--- src/rtl/dsc_pkg.sv ---
package dsc_pkg;

    // Which strobe, if any, opened an access on this edge.
    typedef enum logic [1:0] {
        ST_NONE = 2'd0,
        ST_PROC = 2'd1,
        ST_CTRL = 2'd2
    } start_kind_e;

endpackage

--- src/rtl/dsc_strobe_decode.sv ---
module dsc_strobe_decode
    import dsc_pkg::*;
(
    input  logic        sel1_n,
    input  logic        sel2,
    input  logic        sel3_n,
    input  logic        pstrb_n,
    input  logic        cstrb_n,
    output start_kind_e kind,
    output logic        desel
);

    logic chips_on;
    logic p_eff;
    logic c_eff;

    always_comb begin
        chips_on = !sel1_n && sel2 && !sel3_n;
        // processor strobe is only seen while the first select is low
        p_eff    = !pstrb_n && !sel1_n;
        // controller strobe is masked by any low processor strobe
        c_eff    = !cstrb_n && pstrb_n;

        kind = ST_NONE;
        if (chips_on && p_eff) begin
            kind = ST_PROC;
        end else if (chips_on && c_eff) begin
            kind = ST_CTRL;
        end

        desel = !chips_on && (p_eff || !cstrb_n);
    end

endmodule

--- src/rtl/dsc_write_decode.sv ---
module dsc_write_decode #(
    parameter int LANES = 2
) (
    input  logic             gw_n,
    input  logic             bwe_n,
    input  logic [LANES-1:0] bsel_n,
    output logic [LANES-1:0] lane_mask,
    output logic             wr_req
);

    for (genvar g = 0; g < LANES; g++) begin : g_lane
        always_comb begin
            lane_mask[g] = !gw_n || (!bwe_n && !bsel_n[g]);
        end
    end

    always_comb begin
        wr_req = |lane_mask;
    end

endmodule

--- src/rtl/dsc_data_store.sv ---
module dsc_data_store #(
    parameter int AW    = 4,
    parameter int LANES = 2,
    parameter int LW    = 8,
    localparam int DEPTH = 1 << AW,
    localparam int DW    = LANES * LW
) (
    input  logic             clk,
    input  logic [LANES-1:0] we,
    input  logic [AW-1:0]    waddr,
    input  logic [DW-1:0]    wdata,
    input  logic             re,
    input  logic [AW-1:0]    raddr,
    output logic [DW-1:0]    rdata
);

    for (genvar g = 0; g < LANES; g++) begin : g_lane
        logic [LW-1:0] mem_q [DEPTH];
        logic [LW-1:0] rd_q;

        always_ff @(posedge clk) begin
            if (we[g]) begin
                mem_q[waddr] <= wdata[g*LW +: LW];
            end
            if (re) begin
                rd_q <= mem_q[raddr];
            end
        end

        always_comb begin
            rdata[g*LW +: LW] = rd_q;
        end
    end

endmodule

--- src/rtl/dual_strobe_sram_ctrl.sv ---
module dual_strobe_sram_ctrl
    import dsc_pkg::*;
#(
    parameter int AW    = 4,
    parameter int LANES = 2,
    parameter int LW    = 8,
    localparam int DW   = LANES * LW
) (
    input  logic             clk,
    input  logic             rst_n,
    input  logic             sel1_n,
    input  logic             sel2,
    input  logic             sel3_n,
    input  logic             pstrb_n,
    input  logic             cstrb_n,
    input  logic             adv_n,
    input  logic             gw_n,
    input  logic             bwe_n,
    input  logic [LANES-1:0] bsel_n,
    input  logic             oe_n,
    input  logic [AW-1:0]    addr,
    input  logic [DW-1:0]    dq_in,
    output logic [DW-1:0]    dq_out,
    output logic             dq_oe,
    output logic             addr_load,
    output logic             burst_adv,
    output logic [AW-1:0]    acc_addr
);

    typedef struct packed {
        logic          open;
        logic          rd_valid;
        logic [AW-1:0] addr;
    } ctl_t;

    ctl_t s_d, s_q;

    start_kind_e      kind;
    logic             desel;
    logic [LANES-1:0] lane_mask;
    logic             wr_req;
    logic             wr_en;
    logic             rd_en;
    logic             start;
    logic [LANES-1:0] lane_we;
    logic [AW-1:0]    waddr;

    dsc_strobe_decode u_strobe (
        .sel1_n  (sel1_n),
        .sel2    (sel2),
        .sel3_n  (sel3_n),
        .pstrb_n (pstrb_n),
        .cstrb_n (cstrb_n),
        .kind    (kind),
        .desel   (desel)
    );

    dsc_write_decode #(.LANES(LANES)) u_wdec (
        .gw_n      (gw_n),
        .bwe_n     (bwe_n),
        .bsel_n    (bsel_n),
        .lane_mask (lane_mask),
        .wr_req    (wr_req)
    );

    always_comb begin
        s_d   = s_q;
        start = (kind != ST_NONE);
        // controller start writes at once; an open access writes on later edges
        wr_en = (kind == ST_CTRL && wr_req)
             || (s_q.open && kind == ST_NONE && !desel && wr_req);
        waddr = (kind == ST_CTRL) ? addr : s_q.addr;
        lane_we = wr_en ? lane_mask : '0;
        rd_en = s_q.open && !wr_en && !desel;

        s_d.rd_valid = rd_en;
        if (start) begin
            s_d.open = 1'b1;
            s_d.addr = addr;
        end else if (desel) begin
            s_d.open = 1'b0;
        end
    end

    always_ff @(posedge clk or negedge rst_n) begin
        if (!rst_n) begin
            s_q <= '0;
        end else begin
            s_q <= s_d;
        end
    end

    dsc_data_store #(.AW(AW), .LANES(LANES), .LW(LW)) u_store (
        .clk   (clk),
        .we    (lane_we),
        .waddr (waddr),
        .wdata (dq_in),
        .re    (rd_en),
        .raddr (s_q.addr),
        .rdata (dq_out)
    );

    always_comb begin
        dq_oe     = !oe_n && s_q.rd_valid && !wr_req;
        addr_load = start;
        burst_adv = s_q.open && !start && !desel && !adv_n;
        acc_addr  = s_q.addr;
    end

    // a start loads the held address
    p_addr_load_r1: assert property (@(posedge clk) disable iff (!rst_n)
        (kind != ST_NONE) |=> (s_q.addr == $past(addr)));

    // a low processor strobe always wins the start
    p_cstrb_masked_r3: assert property (@(posedge clk) disable iff (!rst_n)
        (!pstrb_n && kind != ST_NONE) |-> (kind == ST_PROC));

    // nothing is written on a processor start edge
    p_proc_start_nowr_r4: assert property (@(posedge clk) disable iff (!rst_n)
        (kind == ST_PROC) |-> (lane_we == '0));

    // a global write reaches every lane
    p_gw_all_lanes_r6: assert property (@(posedge clk) disable iff (!rst_n)
        (wr_en && !gw_n) |-> (&lane_we));

    // the bus is never driven while a write is requested
    p_bus_off_write_r8: assert property (@(posedge clk) disable iff (!rst_n)
        (!gw_n) |-> !dq_oe);

    // read data only follows a cycle with an open access
    p_read_late_r9: assert property (@(posedge clk) disable iff (!rst_n)
        s_q.rd_valid |-> $past(s_q.open));

    // a deselect with no start closes the access
    p_desel_close_r10: assert property (@(posedge clk) disable iff (!rst_n)
        (desel && kind == ST_NONE) |=> !s_q.open);

endmodule

--- config.mk ---
export PLATFORM = sky130hd
export DESIGN_NAME = dual_strobe_sram_ctrl
export DESIGN_NICKNAME = d
export VERILOG_FILES = /design/src/rtl/dsc_pkg.sv /design/src/rtl/dsc_strobe_decode.sv /design/src/rtl/dsc_write_decode.sv /design/src/rtl/dsc_data_store.sv /design/src/rtl/dual_strobe_sram_ctrl.sv
export SDC_FILE = /design/constraint.sdc
export NUM_CORES = 1
export LEC_CHECK = 0
export BUFFER_PORTS_ARGS = -buffer_cell sky130_fd_sc_hd__buf_2
export CAP_MARGIN = 0
export CORE_MARGIN = 8
export CORE_UTILIZATION = 51
export CTS_BUF_LIST = sky130_fd_sc_hd__clkbuf_2
export CTS_CLUSTER_DIAMETER = 150
export DETAILED_ROUTE_END_ITERATION = 10
export GPL_TIMING_DRIVEN = 0
export PLACE_DENSITY_LB_ADDON = 0.3
export SKIP_LAST_GASP = 1
export SYNTH_ARGS = -nofsm -noshare
export SYNTH_HDL_FRONTEND = slang
export SYNTH_SLANG_ARGS = --single-unit
--- constraint.sdc ---
create_clock -name clk -period 2.8 [get_ports clk]
set_input_delay 0.56 -clock clk [delete_from_list [all_inputs] [get_ports clk]]
set_output_delay 0.56 -clock clk [all_outputs]
set_load 0.01 [all_outputs]
==> results of run 1 <==
## sequential cells by signal (all words and copies together) (netlist names)
signal                count
s_q                       2
u_store.g_lane.mem_q    256
u_store.g_lane.rd_q      16
acc_addr                  4
## power groups by stage
stage / Clock, mW / Sequential (mW) / Combinational [mW]
global route: 3.06 / 4.65 / 1.40
global placement: 0 / 4.74 / 1.23
finish: 2.81 / 4.65 / 1.32
floorplan: 0 / 4.74 / 0.828
detailed placement: 0 / 4.74 / 1.26
CTS: 2.85 / 4.65 / 1.29
## cell type report
class                   count  area share (%)
diodes                      1          0.0197
flip-flops and latches    278            65.5
clock buffers             106            4.18
plain buffers              33            1.32
well taps                 275            2.71
multi-input cells         195            21.1
repair buffers             88            4.00
inverters                   2          0.0591
clock inverters            15            1.13
## critical path, cell delays in order (launching register included)
cell	delay, ns
dfrtp_1	0.40
clkbuf_1	0.20
clkbuf_2	0.31
nor2_1	0.21
o21ai_1	0.36
a221oi_1	0.74
buf_2	0.31
## cells by family after synthesis
family,Yosys count,synth area share (%)
AO/OA/AOI/OAI,77,5.55
buffers and inverters,36,1.60
flip-flops,278,76.7
multiplexers,68,13.7
AND/OR/NAND/NOR,50,2.43
## per-layer routing
metal | global-route usage (%) | part of all wire [%]
met1 | 25.3 | 40
met2 | 28.9 | 48
met3 | 5.59 | 11
met4 | 7.45 | 2.2
met5 | 0.986 | 0
## synthesized netlist by cell type (all sizes together)
cell	number
a21oi	1
a221oi	32
a22oi	32
and2	1
buf	14
clkbuf	20
dfrtp	6
edfxtp	272
inv	2
mux2	4
mux4	64
nand2	24
nand2b	1
nand3	1
nand4	2
nand4b	4
nor2	7
nor2b	5
nor3b	1
nor4b	1
o211a	2
o211ai	1
o21a	1
o21ai	7
o22ai	1
or3b	1
or4	2
## worst max-delay path by stage
stage	slack, ns	end	startpoint
floorplan	-0.05	u_store.g_lane[0].mem_q[4][0]	sel1_n
global placement	-0.95	u_store.g_lane[0].mem_q[15][0]	acc_addr[1]
detailed placement	-0.67	u_store.g_lane[1].mem_q[8][4]	sel1_n
CTS	-0.27	u_store.g_lane[1].mem_q[8][7]	acc_addr[3]
global route	-0.08	u_store.g_lane[0].mem_q[6][7]	acc_addr[0]
finish	-0.02	u_store.g_lane[1].mem_q[8][2]	acc_addr[1]
## per-stage QoR
stage                     total power, mW  instance area (um2)
after global placement               5.96                11500
after detailed placement             6.00                11700
after CTS                            8.78                12500
final                                8.78                12700
after global routing                 9.11                12700
after floorplan                      5.56                10800
## repair_timing
| item | 4_1_cts | 5_1_grt |
|---|---|---|
| endpoints found under the hold margin | 6 | 0 |
| gates resized for setup | 22 | 23 |
| hold buffers | 1 | 0 |
| pin swaps | 0 | 2 |
| setup buffers | 0 | 5 |
| setup endpoints to repair | 173 | 150 |
==> flow_summary.toml, run 1 <==
[layout]
drive_gt1_share_pct = 44.9
register_area_um2 = 8320
nFillCells = 1539
area_growth_pct = 17.1
multi_input_area_um2 = 2680
utilization_pct = 60.6
layout_common_cells = "edfxtp_1 (272), clkbuf_2 (111), buf_2 (68)"
stdcell_count = 993
nets = 700
final_common_cell = "edfxtp_1"

[global_routing]
track_usage_pct = 19.0
antenna_found_initial = 1
grt_pass1_wl_um = 36900
grt_max_degree = 18
grt_pass1_vias = 6263
overflow = 0

[status]
status = "complete, but fails checks"
violations = "negative setup slack"

[floorplan]
fp-row-count = 53
die_w_um = 162
dieArea_um2 = 26200
die_y_um = 162
core_um2 = 21000
ioPinCount = 56
start_util_pct = 51.7

[worst_setup_path]
timing.rr.start = "acc_addr[1]"
r2r_cells = 6
path_max_fanout = 10
required_ns = 3.29
r2r-end = "u_store.g_lane[1].mem_q[8][2]"
worstSetupStartpointType = "register"
worstSetupPathType = "register to register"
end_kind = "register"
cp.arrival_ns = 3.30
r2r_setup_slack_ns = -0.02

[hold_path]
min_from = "addr[1]"
hold_end = "acc_addr[1]"
worstHoldPathType = "input pin to register"
hold_depth = 2

[power_and_ir_drop]
switching_power_mw = 2.34
comb_power_share_pct = 15.0
power.density_nw_per_um2 = 691
p_int_mw = 6.43
irDropWorstVdd_v = 0.000376
sw_frac_of_total_pct = 26.7
power.leakage_nw = 4.46
seq_power_share_pct = 52.9
clkPwrFrac_pct = 32.0

[logic_synthesis]
ys_top_cells_by_area = "edfxtp_1 (75%), mux4_2 (13%), a221oi_1 (2.6%)"
yosysTopAreaCellShare_pct = 75.3
yosys_register_bits = 278
yosysTopAreaCell = "edfxtp_1"
syn_area_per_cell_um2 = 21.3
synth_cells = 509
yosysUniqueCellTypes = 32
netlist_area_um2 = 10800
yosysSeqAreaShare_pct = 76.7
synth_warnings = 0
synth_nets = 542

[timing]
hold_violations = 0
worstMarginPinSlew_ns = 1.19
slew_violations = 0
fin_crit_ns = 2.82
tns_ns = -0.0418
relSlewSlack_pct = 19.9
setup_ws_ns = -0.0175
rsz0062_at_grt = "yes"
setup_viol_count_final = 4
fin_hold_ws_ns = 0.0851
skew_ns = 0.0640
max_freq_ghz = 0.355
period_share_pct = 101

[detailed_routing]
totalWireLength_um = 24900
ant_nets = 0
drt_first_pass_iters = 5
viasPerCell = 6.12
post_drt_wl_per_cell_um = 25.0
drcViolationCount = 0
num_vias = 6079
drtIter0Drc = 885

[clock_network]
cts_sinks = 278
root_buffer = "clkbuf_2"
htreeDepth = 3
clk-insertion-delay-late_ns = 0.82
cts_tree = "built"
clk_pin_slew_ns = 0.11
cts_made_buffers = 69
clk_path_buf_depth = 3

[place]
gp_congestion = 0.920
numPlacedInstances = 864
dp_hpwl_um = 16100
dpl_worst_slack_ns = -0.673
portBuffers = 55

[run]
cap_violations = 0
Power figures use the tool's default switching activity.
==> run 2: changes to the inputs <==
Settings changed: GPL_TIMING_DRIVEN 0 to unset, SYNTH_HIERARCHICAL set to 1.
==> run 2 against run 1 <==
Net effect: the flow now finishes without violations; hold slack improved by 0.025 ns; clock power shrank 13%; worst setup slack better by 0.29 ns; register-to-register slack better by 0.42 ns; largest cell class unchanged.
==> flow_summary.toml, run 2 <==
[floorplan]
die_w_um = 161
die_y_um = 161
start_util_pct = 51.6
dieArea_um2 = 26000
ioPinCount = 56
core_um2 = 20800
fp-row-count = 53

[layout]
utilization_pct = 59.2
nFillCells = 1561
largest_reg_flops = 256
register_area_um2 = 8320
final_common_cell = "edfxtp_1"
drive_gt1_share_pct = 41.6
nets = 673
regMostFlops = "u_store/g_lane.mem_q"
area_growth_pct = 14.6
layout_common_cells = "edfxtp_1 (272), clkbuf_2 (93), buf_2 (55)"
multi_input_area_um2 = 2370

[power_and_ir_drop]
seq_power_share_pct = 55.2
total_power_mw = 8.57
switching_power_mw = 2.27
comb_power_share_pct = 16.4
p_int_mw = 6.29
clkPwrFrac_pct = 28.5
sw_frac_of_total_pct = 26.6
irDropWorstVdd_v = 0.000556
power.density_nw_per_um2 = 695
power.leakage_nw = 4.20

[timing]
hold_violations = 0
slew_violations = 0
relSlewSlack_pct = 14.9
skew_ns = 0.0556
max_freq_ghz = 0.395
rsz0062_at_grt = "no"
setup_viol_count_final = 0
period_share_pct = 90.3
worstMarginPinSlew_ns = 1.27
fin_crit_ns = 2.53

[logic_synthesis]
synth_mux_area_share_pct = 14.7
synth_edf_count = 272
ys.flop_type = "edfxtp_1"
synth_top_family_by_area = "multiplexers"
yosysUniqueCellTypes = 32
synth_most_common_cell = "edfxtp_1"
yosysTopAreaCellShare_pct = 76.0
yosysSeqAreaShare_pct = 77.4
ys_top_cells_by_count = "edfxtp_1 (272), mux4_2 (54), nor2_1 (34)"
ys_async_sr_fraction_pct = 2.16
yosys_register_bits = 278
synth-compound-area-share_pct = 2.58
post_synth_xor_area_fraction_pct = 0
synth_cells = 497
synth_warnings = 6
synth_fa_ha_area_share_pct = 0
ys_top_cells_by_area = "edfxtp_1 (76%), mux4_2 (11%), mux4_1 (2.4%)"
netlist_area_um2 = 10700
syn_area_per_cell_um2 = 21.6
synth-simple-area-share_pct = 3.55
yosysTopAreaCell = "edfxtp_1"
synth_nets = 530

[place]
portBuffers = 55
dp_hpwl_um = 14100
gp_congestion = 0.808

[worst_setup_path]
cp.arrival_ns = 1.97
r2r_setup_slack_ns = 0.40
worstSetupPathType = "input pin to output pin"
r2r-end = "u_store/g_lane[1].rd_q[6]"
required_ns = 2.24
end_kind = "output pin"
worstSetupStartpointType = "input pin"
timing.rr.start = "acc_addr[0]"
path_max_fanout = 3
r2r_cells = 4

[global_routing]
overflow = 0
track_usage_pct = 17.4
grt_pass1_vias = 5905
antenna_found_initial = 1
grt_pass1_wl_um = 33900
grt_max_degree = 65

[detailed_routing]
drcViolationCount = 0
totalWireLength_um = 22100
post_drt_wl_per_cell_um = 23.0
ant_nets = 0
drtIter0Drc = 611
num_vias = 5499
drt_first_pass_iters = 5
viasPerCell = 5.73

[clock_network]
postCtsSetupBuffers = 0
cts_resized = 0
clk_path_buf_depth = 3
cts_sinks = 278
clk_pin_slew_ns = 0.08
htreeDepth = 3
postCtsHoldBufs = 2
clk-insertion-delay-late_ns = 0.75
cts_made_buffers = 67
root_buffer = "clkbuf_2"
cts_tree = "built"

[status]
status = "finished clean"

[hold_path]
worstHoldPathType = "input pin to register"
hold_end = "acc_addr[2]"
hold_depth = 2
min_from = "addr[2]"

[run]
cap_violations = 0
## run 2: cell count changes after synthesis, moves of 5 or more
cell / before / now
nand2_1: 24 / 19
nor2_1: 7 / 34
nand3b_1: 0 / 6
mux4_2: 64 / 54
a221oi_1: 32 / 0
clkbuf_1: 20 / 10
mux4_1: 0 / 10
## run 2: through the flow
step,hold WS (ns),setup WS [ns],TNS (ns),area (um2),instances
finish,0.111,0.270,0,12300,959
global route,0.0443,0.112,0,12300,959
CTS,0.0233,0.260,0,12300,958
detailed placement,0.397,-0.141,-12.60,11700,844
global placement,0.390,-0.0612,-3.68,11700,844
floorplan,0.264,-0.100,-9.95,10900,497
## run 2: worst max-delay path: stages
cell      delay [ns]
buf_2           0.10
or3b_1          0.45
and2_1          0.18
nand2b_1        0.17
buf_4           0.16
nor4_1          0.17
buf_2           0.18
## run 2: worst max-delay path by stage
stage / slack (ns) / startpoint / to / cells past startpoint
6_report: 0.27 / sel1_n / burst_adv / 7
5_1_grt: 0.11 / sel1_n / burst_adv / 7
4_1_cts: 0.26 / sel1_n / burst_adv / 7
3_5_place_dp: -0.14 / sel1_n / u_store/g_lane[0].mem_q[0][6] / 7
3_3_place_gp: -0.06 / sel1_n / u_store/g_lane[1].mem_q[0][4] / 7
2_1_floorplan: -0.10 / sel1_n / u_store/g_lane[0].mem_q[10][0] / 7
## run 2: layout make-up
| cell class | instances | share of cell area [%] |
|---|---|---|
| antenna | 1 | 0.0203 |
| clock buffer | 93 | 3.78 |
| clock inverter | 19 | 0.823 |
| inverter | 3 | 0.0914 |
| multi-input combinational | 188 | 19.2 |
| sequential | 278 | 67.5 |
| tap | 275 | 2.79 |
| timing repair buffer | 102 | 5.75 |
## run 2: power by group through the flow
stage,clock network (mW),registers [mW],logic (mW)
global placement,0,4.82,1.39
detailed placement,0,4.82,1.41
finish,2.44,4.73,1.40
CTS,2.53,4.73,1.42
floorplan,0,4.75,1.00
global route,2.73,4.74,1.49
## run 2: logic make-up after synthesis
group / count (synthesis)
AOI/OAI and AO/OA: 39
DFF: 278
muxes: 72
and+or+nand+nor: 77
buffers and inverters: 31
## run 2: routing by layer
metal | vias to the layer above | part of all wire (%) | GRT usage, % | wire length, um
met1 | 2821 | 42 | 22.7 | 9160
met4 | 0 | 1.2 | 5.98 | 265
met5 | - | 0 | 0 | 0
li1 | 2398 | - | - | -
met3 | 27 | 8.1 | 4.78 | 1790
met2 | 253 | 49 | 27.7 | 10800
==> run 3: changes to the inputs <==
Settings changed: ABC_AREA set to 1, SLEW_MARGIN set to 25.
==> run 3 against run 2 <==
Net effect: sequential power decreased by 1%; sequential share of layout area fell by 5.7 points; utilization decreased by 1.6 points; hold slack better by 0.011 ns; synthesized area increased by 13%; clock-buffer cell count down 3; first-iteration DRC count rose by 14%; cell count grew 73%; critical path type is now register to output pin; largest power group unchanged; highest routed layer unchanged.
==> flow_summary.toml, run 3 <==
[worst_setup_path]
r2r-end = "u_store/g_lane[1].mem_q[14][0]"
r2r_setup_slack_ns = 0.48
cp.arrival_ns = 2.05
worstSetupPathType = "register to output pin"
r2r_cells = 8
timing.rr.start = "acc_addr[1]"
end_kind = "output pin"
path_max_fanout = 66
worstSetupStartpointType = "register"
required_ns = 2.24

[global_routing]
antenna_found_initial = 1
grt_pass1_wl_um = 43100
track_usage_pct = 19.2
grt_max_degree = 67
overflow = 0
grt_pass1_vias = 8238

[layout]
utilization_pct = 57.5
area_growth_pct = 10.9
nFillCells = 2032
stdcell_count = 1658
register_area_um2 = 8320
regMostFlops = "u_store/g_lane.mem_q"
multi_input_area_um2 = 2650
final_area_um2 = 13500
layout_common_cells = "nand2_1 (359), edfxtp_1 (272), inv_1 (214)"
drive_gt1_share_pct = 15.8
final_common_cell = "nand2_1"
nets = 1322
largest_reg_flops = 256

[logic_synthesis]
synth_edf_count = 272
syn_area_per_cell_um2 = 10.3
synth_warnings = 6
netlist_area_um2 = 12100
ys_async_sr_fraction_pct = 2.16
ys_top_cells_by_count = "nand2_1 (359), edfxtp_1 (272), inv_1 (214)"
ys.flop_type = "edfxtp_1"
synth_most_common_cell = "nand2_1"
synth_nets = 1209
yosysUniqueCellTypes = 23
synth_cells = 1176
yosysTopAreaCell = "edfxtp_1"
yosys_register_bits = 278
ys_top_cells_by_area = "edfxtp_1 (67%), nand2_1 (11%), nand3_1 (8.0%)"
yosysTopAreaCellShare_pct = 67.3
yosysSeqAreaShare_pct = 68.5

[detailed_routing]
num_vias = 8292
post_drt_wl_per_cell_um = 16.5
drtIter0Drc = 698
drcViolationCount = 0
ant_nets = 0
totalWireLength_um = 27400
drt_first_pass_iters = 5
viasPerCell = 5.00

[power_and_ir_drop]
power.leakage_nw = 5.94
power.density_nw_per_um2 = 646
irDropWorstVdd_v = 0.000558
total_power_mw = 8.70

[clock_network]
clk-insertion-delay-late_ns = 0.86
clk_path_buf_depth = 3
clk_pin_slew_ns = 0.11
htreeDepth = 2
cts_sinks = 278
cts_tree = "built"
root_buffer = "clkbuf_2"
cts_made_buffers = 61
cts_resized = 0

[floorplan]
start_util_pct = 51.9
die_w_um = 170
dieArea_um2 = 29000
core_um2 = 23400
fp-row-count = 56
ioPinCount = 56
die_y_um = 170

[timing]
setup_viol_count_final = 0
slew_violations = 0
relSlewSlack_pct = 50.6
tns_ns = 0
hold_violations = 0
max_freq_ghz = 0.384
period_share_pct = 93.1
fin_crit_ns = 2.61
rsz0062_at_grt = "no"
skew_ns = 0.0638
worstMarginPinSlew_ns = 0.740

[status]
status = "finished clean"

[place]
numPlacedInstances = 1538
portBuffers = 55
place_area_um2 = 12800
gp_congestion = 0.827
dp_hpwl_um = 17200

[run]
cap_violations = 0

[hold_path]
worstHoldPathType = "input pin to register"
min_from = "dq_in[7]"
hold_end = "u_store/g_lane[0].mem_q[1][7]"
hold_depth = 1
run 3: changes by cell type in the layout (fill, tap and decap cells not counted), moves of 14 or more:
cell / previous run / this run
a22oi_1: 32 / 0
inv_1: 3 / 214
mux4_2: 54 / 0
nand2_1: 19 / 359
nand3_1: 2 / 195
nor2_1: 19 / 36
nor2_4: 15 / 1
run 3: area by class of cell:
type,count,share of cell area [%]
antenna,1,0.0186
clock buffer,90,3.34
clock inverter,22,0.864
inverter,219,6.13
multi-input combinational,621,19.7
sequential,278,61.8
tap,319,2.96
timing repair buffer,108,5.22
run 3: how the worst max path moves through the flow:
stage / cells after the start / start / slack [ns] / endpoint
floorplan: 9 / sel3_n / 0.09 / u_store/g_lane[0].mem_q[7][0]
global placement: 12 / sel1_n / 0.05 / u_store/g_lane[1].mem_q[14][3]
detailed placement: 12 / sel1_n / 0.03 / u_store/g_lane[1].mem_q[14][3]
CTS: 2 / acc_addr[0] / 0.08 / acc_addr[0]
global route: 2 / acc_addr[0] / 0.005 / acc_addr[0]
finish: 2 / acc_addr[0] / 0.19 / acc_addr[0]
run 3: what timing repair did:
item,4_1_cts,5_1_grt
endpoints found under the hold margin,10,0
hold buffers,7,0
buffers inserted,0,0
run 3: report_power, final:
| part | switching [mW] | internal [mW] |
|---|---|---|
| sequential | 0.0206 | 4.64 |
| clock | 1.47 | 0.956 |
| combinational | 1.16 | 0.459 |
| total | 2.65 | 6.06 |
run 3: metrics by stage:
stage	hold slack (ns)	setup slack, ns
2_1_floorplan	0.264	0.0936
6_report	0.121	0.193
3_5_place_dp	0.397	0.0335
4_1_cts	0.0341	0.0805
5_1_grt	0.0428	0.00474
3_3_place_gp	0.397	0.0529
run 3: cells by family after synthesis:
group / count (synthesis) / synth area share [%]
compound gates: 10 / 0.412
buf+inv: 277 / 9.75
flops: 278 / 68.5
simple gates: 611 / 21.4
run 3: critical path: stages, from the launching register on:
cell	delay [ns]
dfrtp_4	0.45
buf_4	0.54
buf_2	0.26
run 3: routing by layer:
layer / part of all wire [%] / GRT usage [%]
met4: 1.8 / 6.90
met5: 0 / 0
met3: 7.4 / 3.52
met2: 47 / 30.3
met1: 44 / 26.3
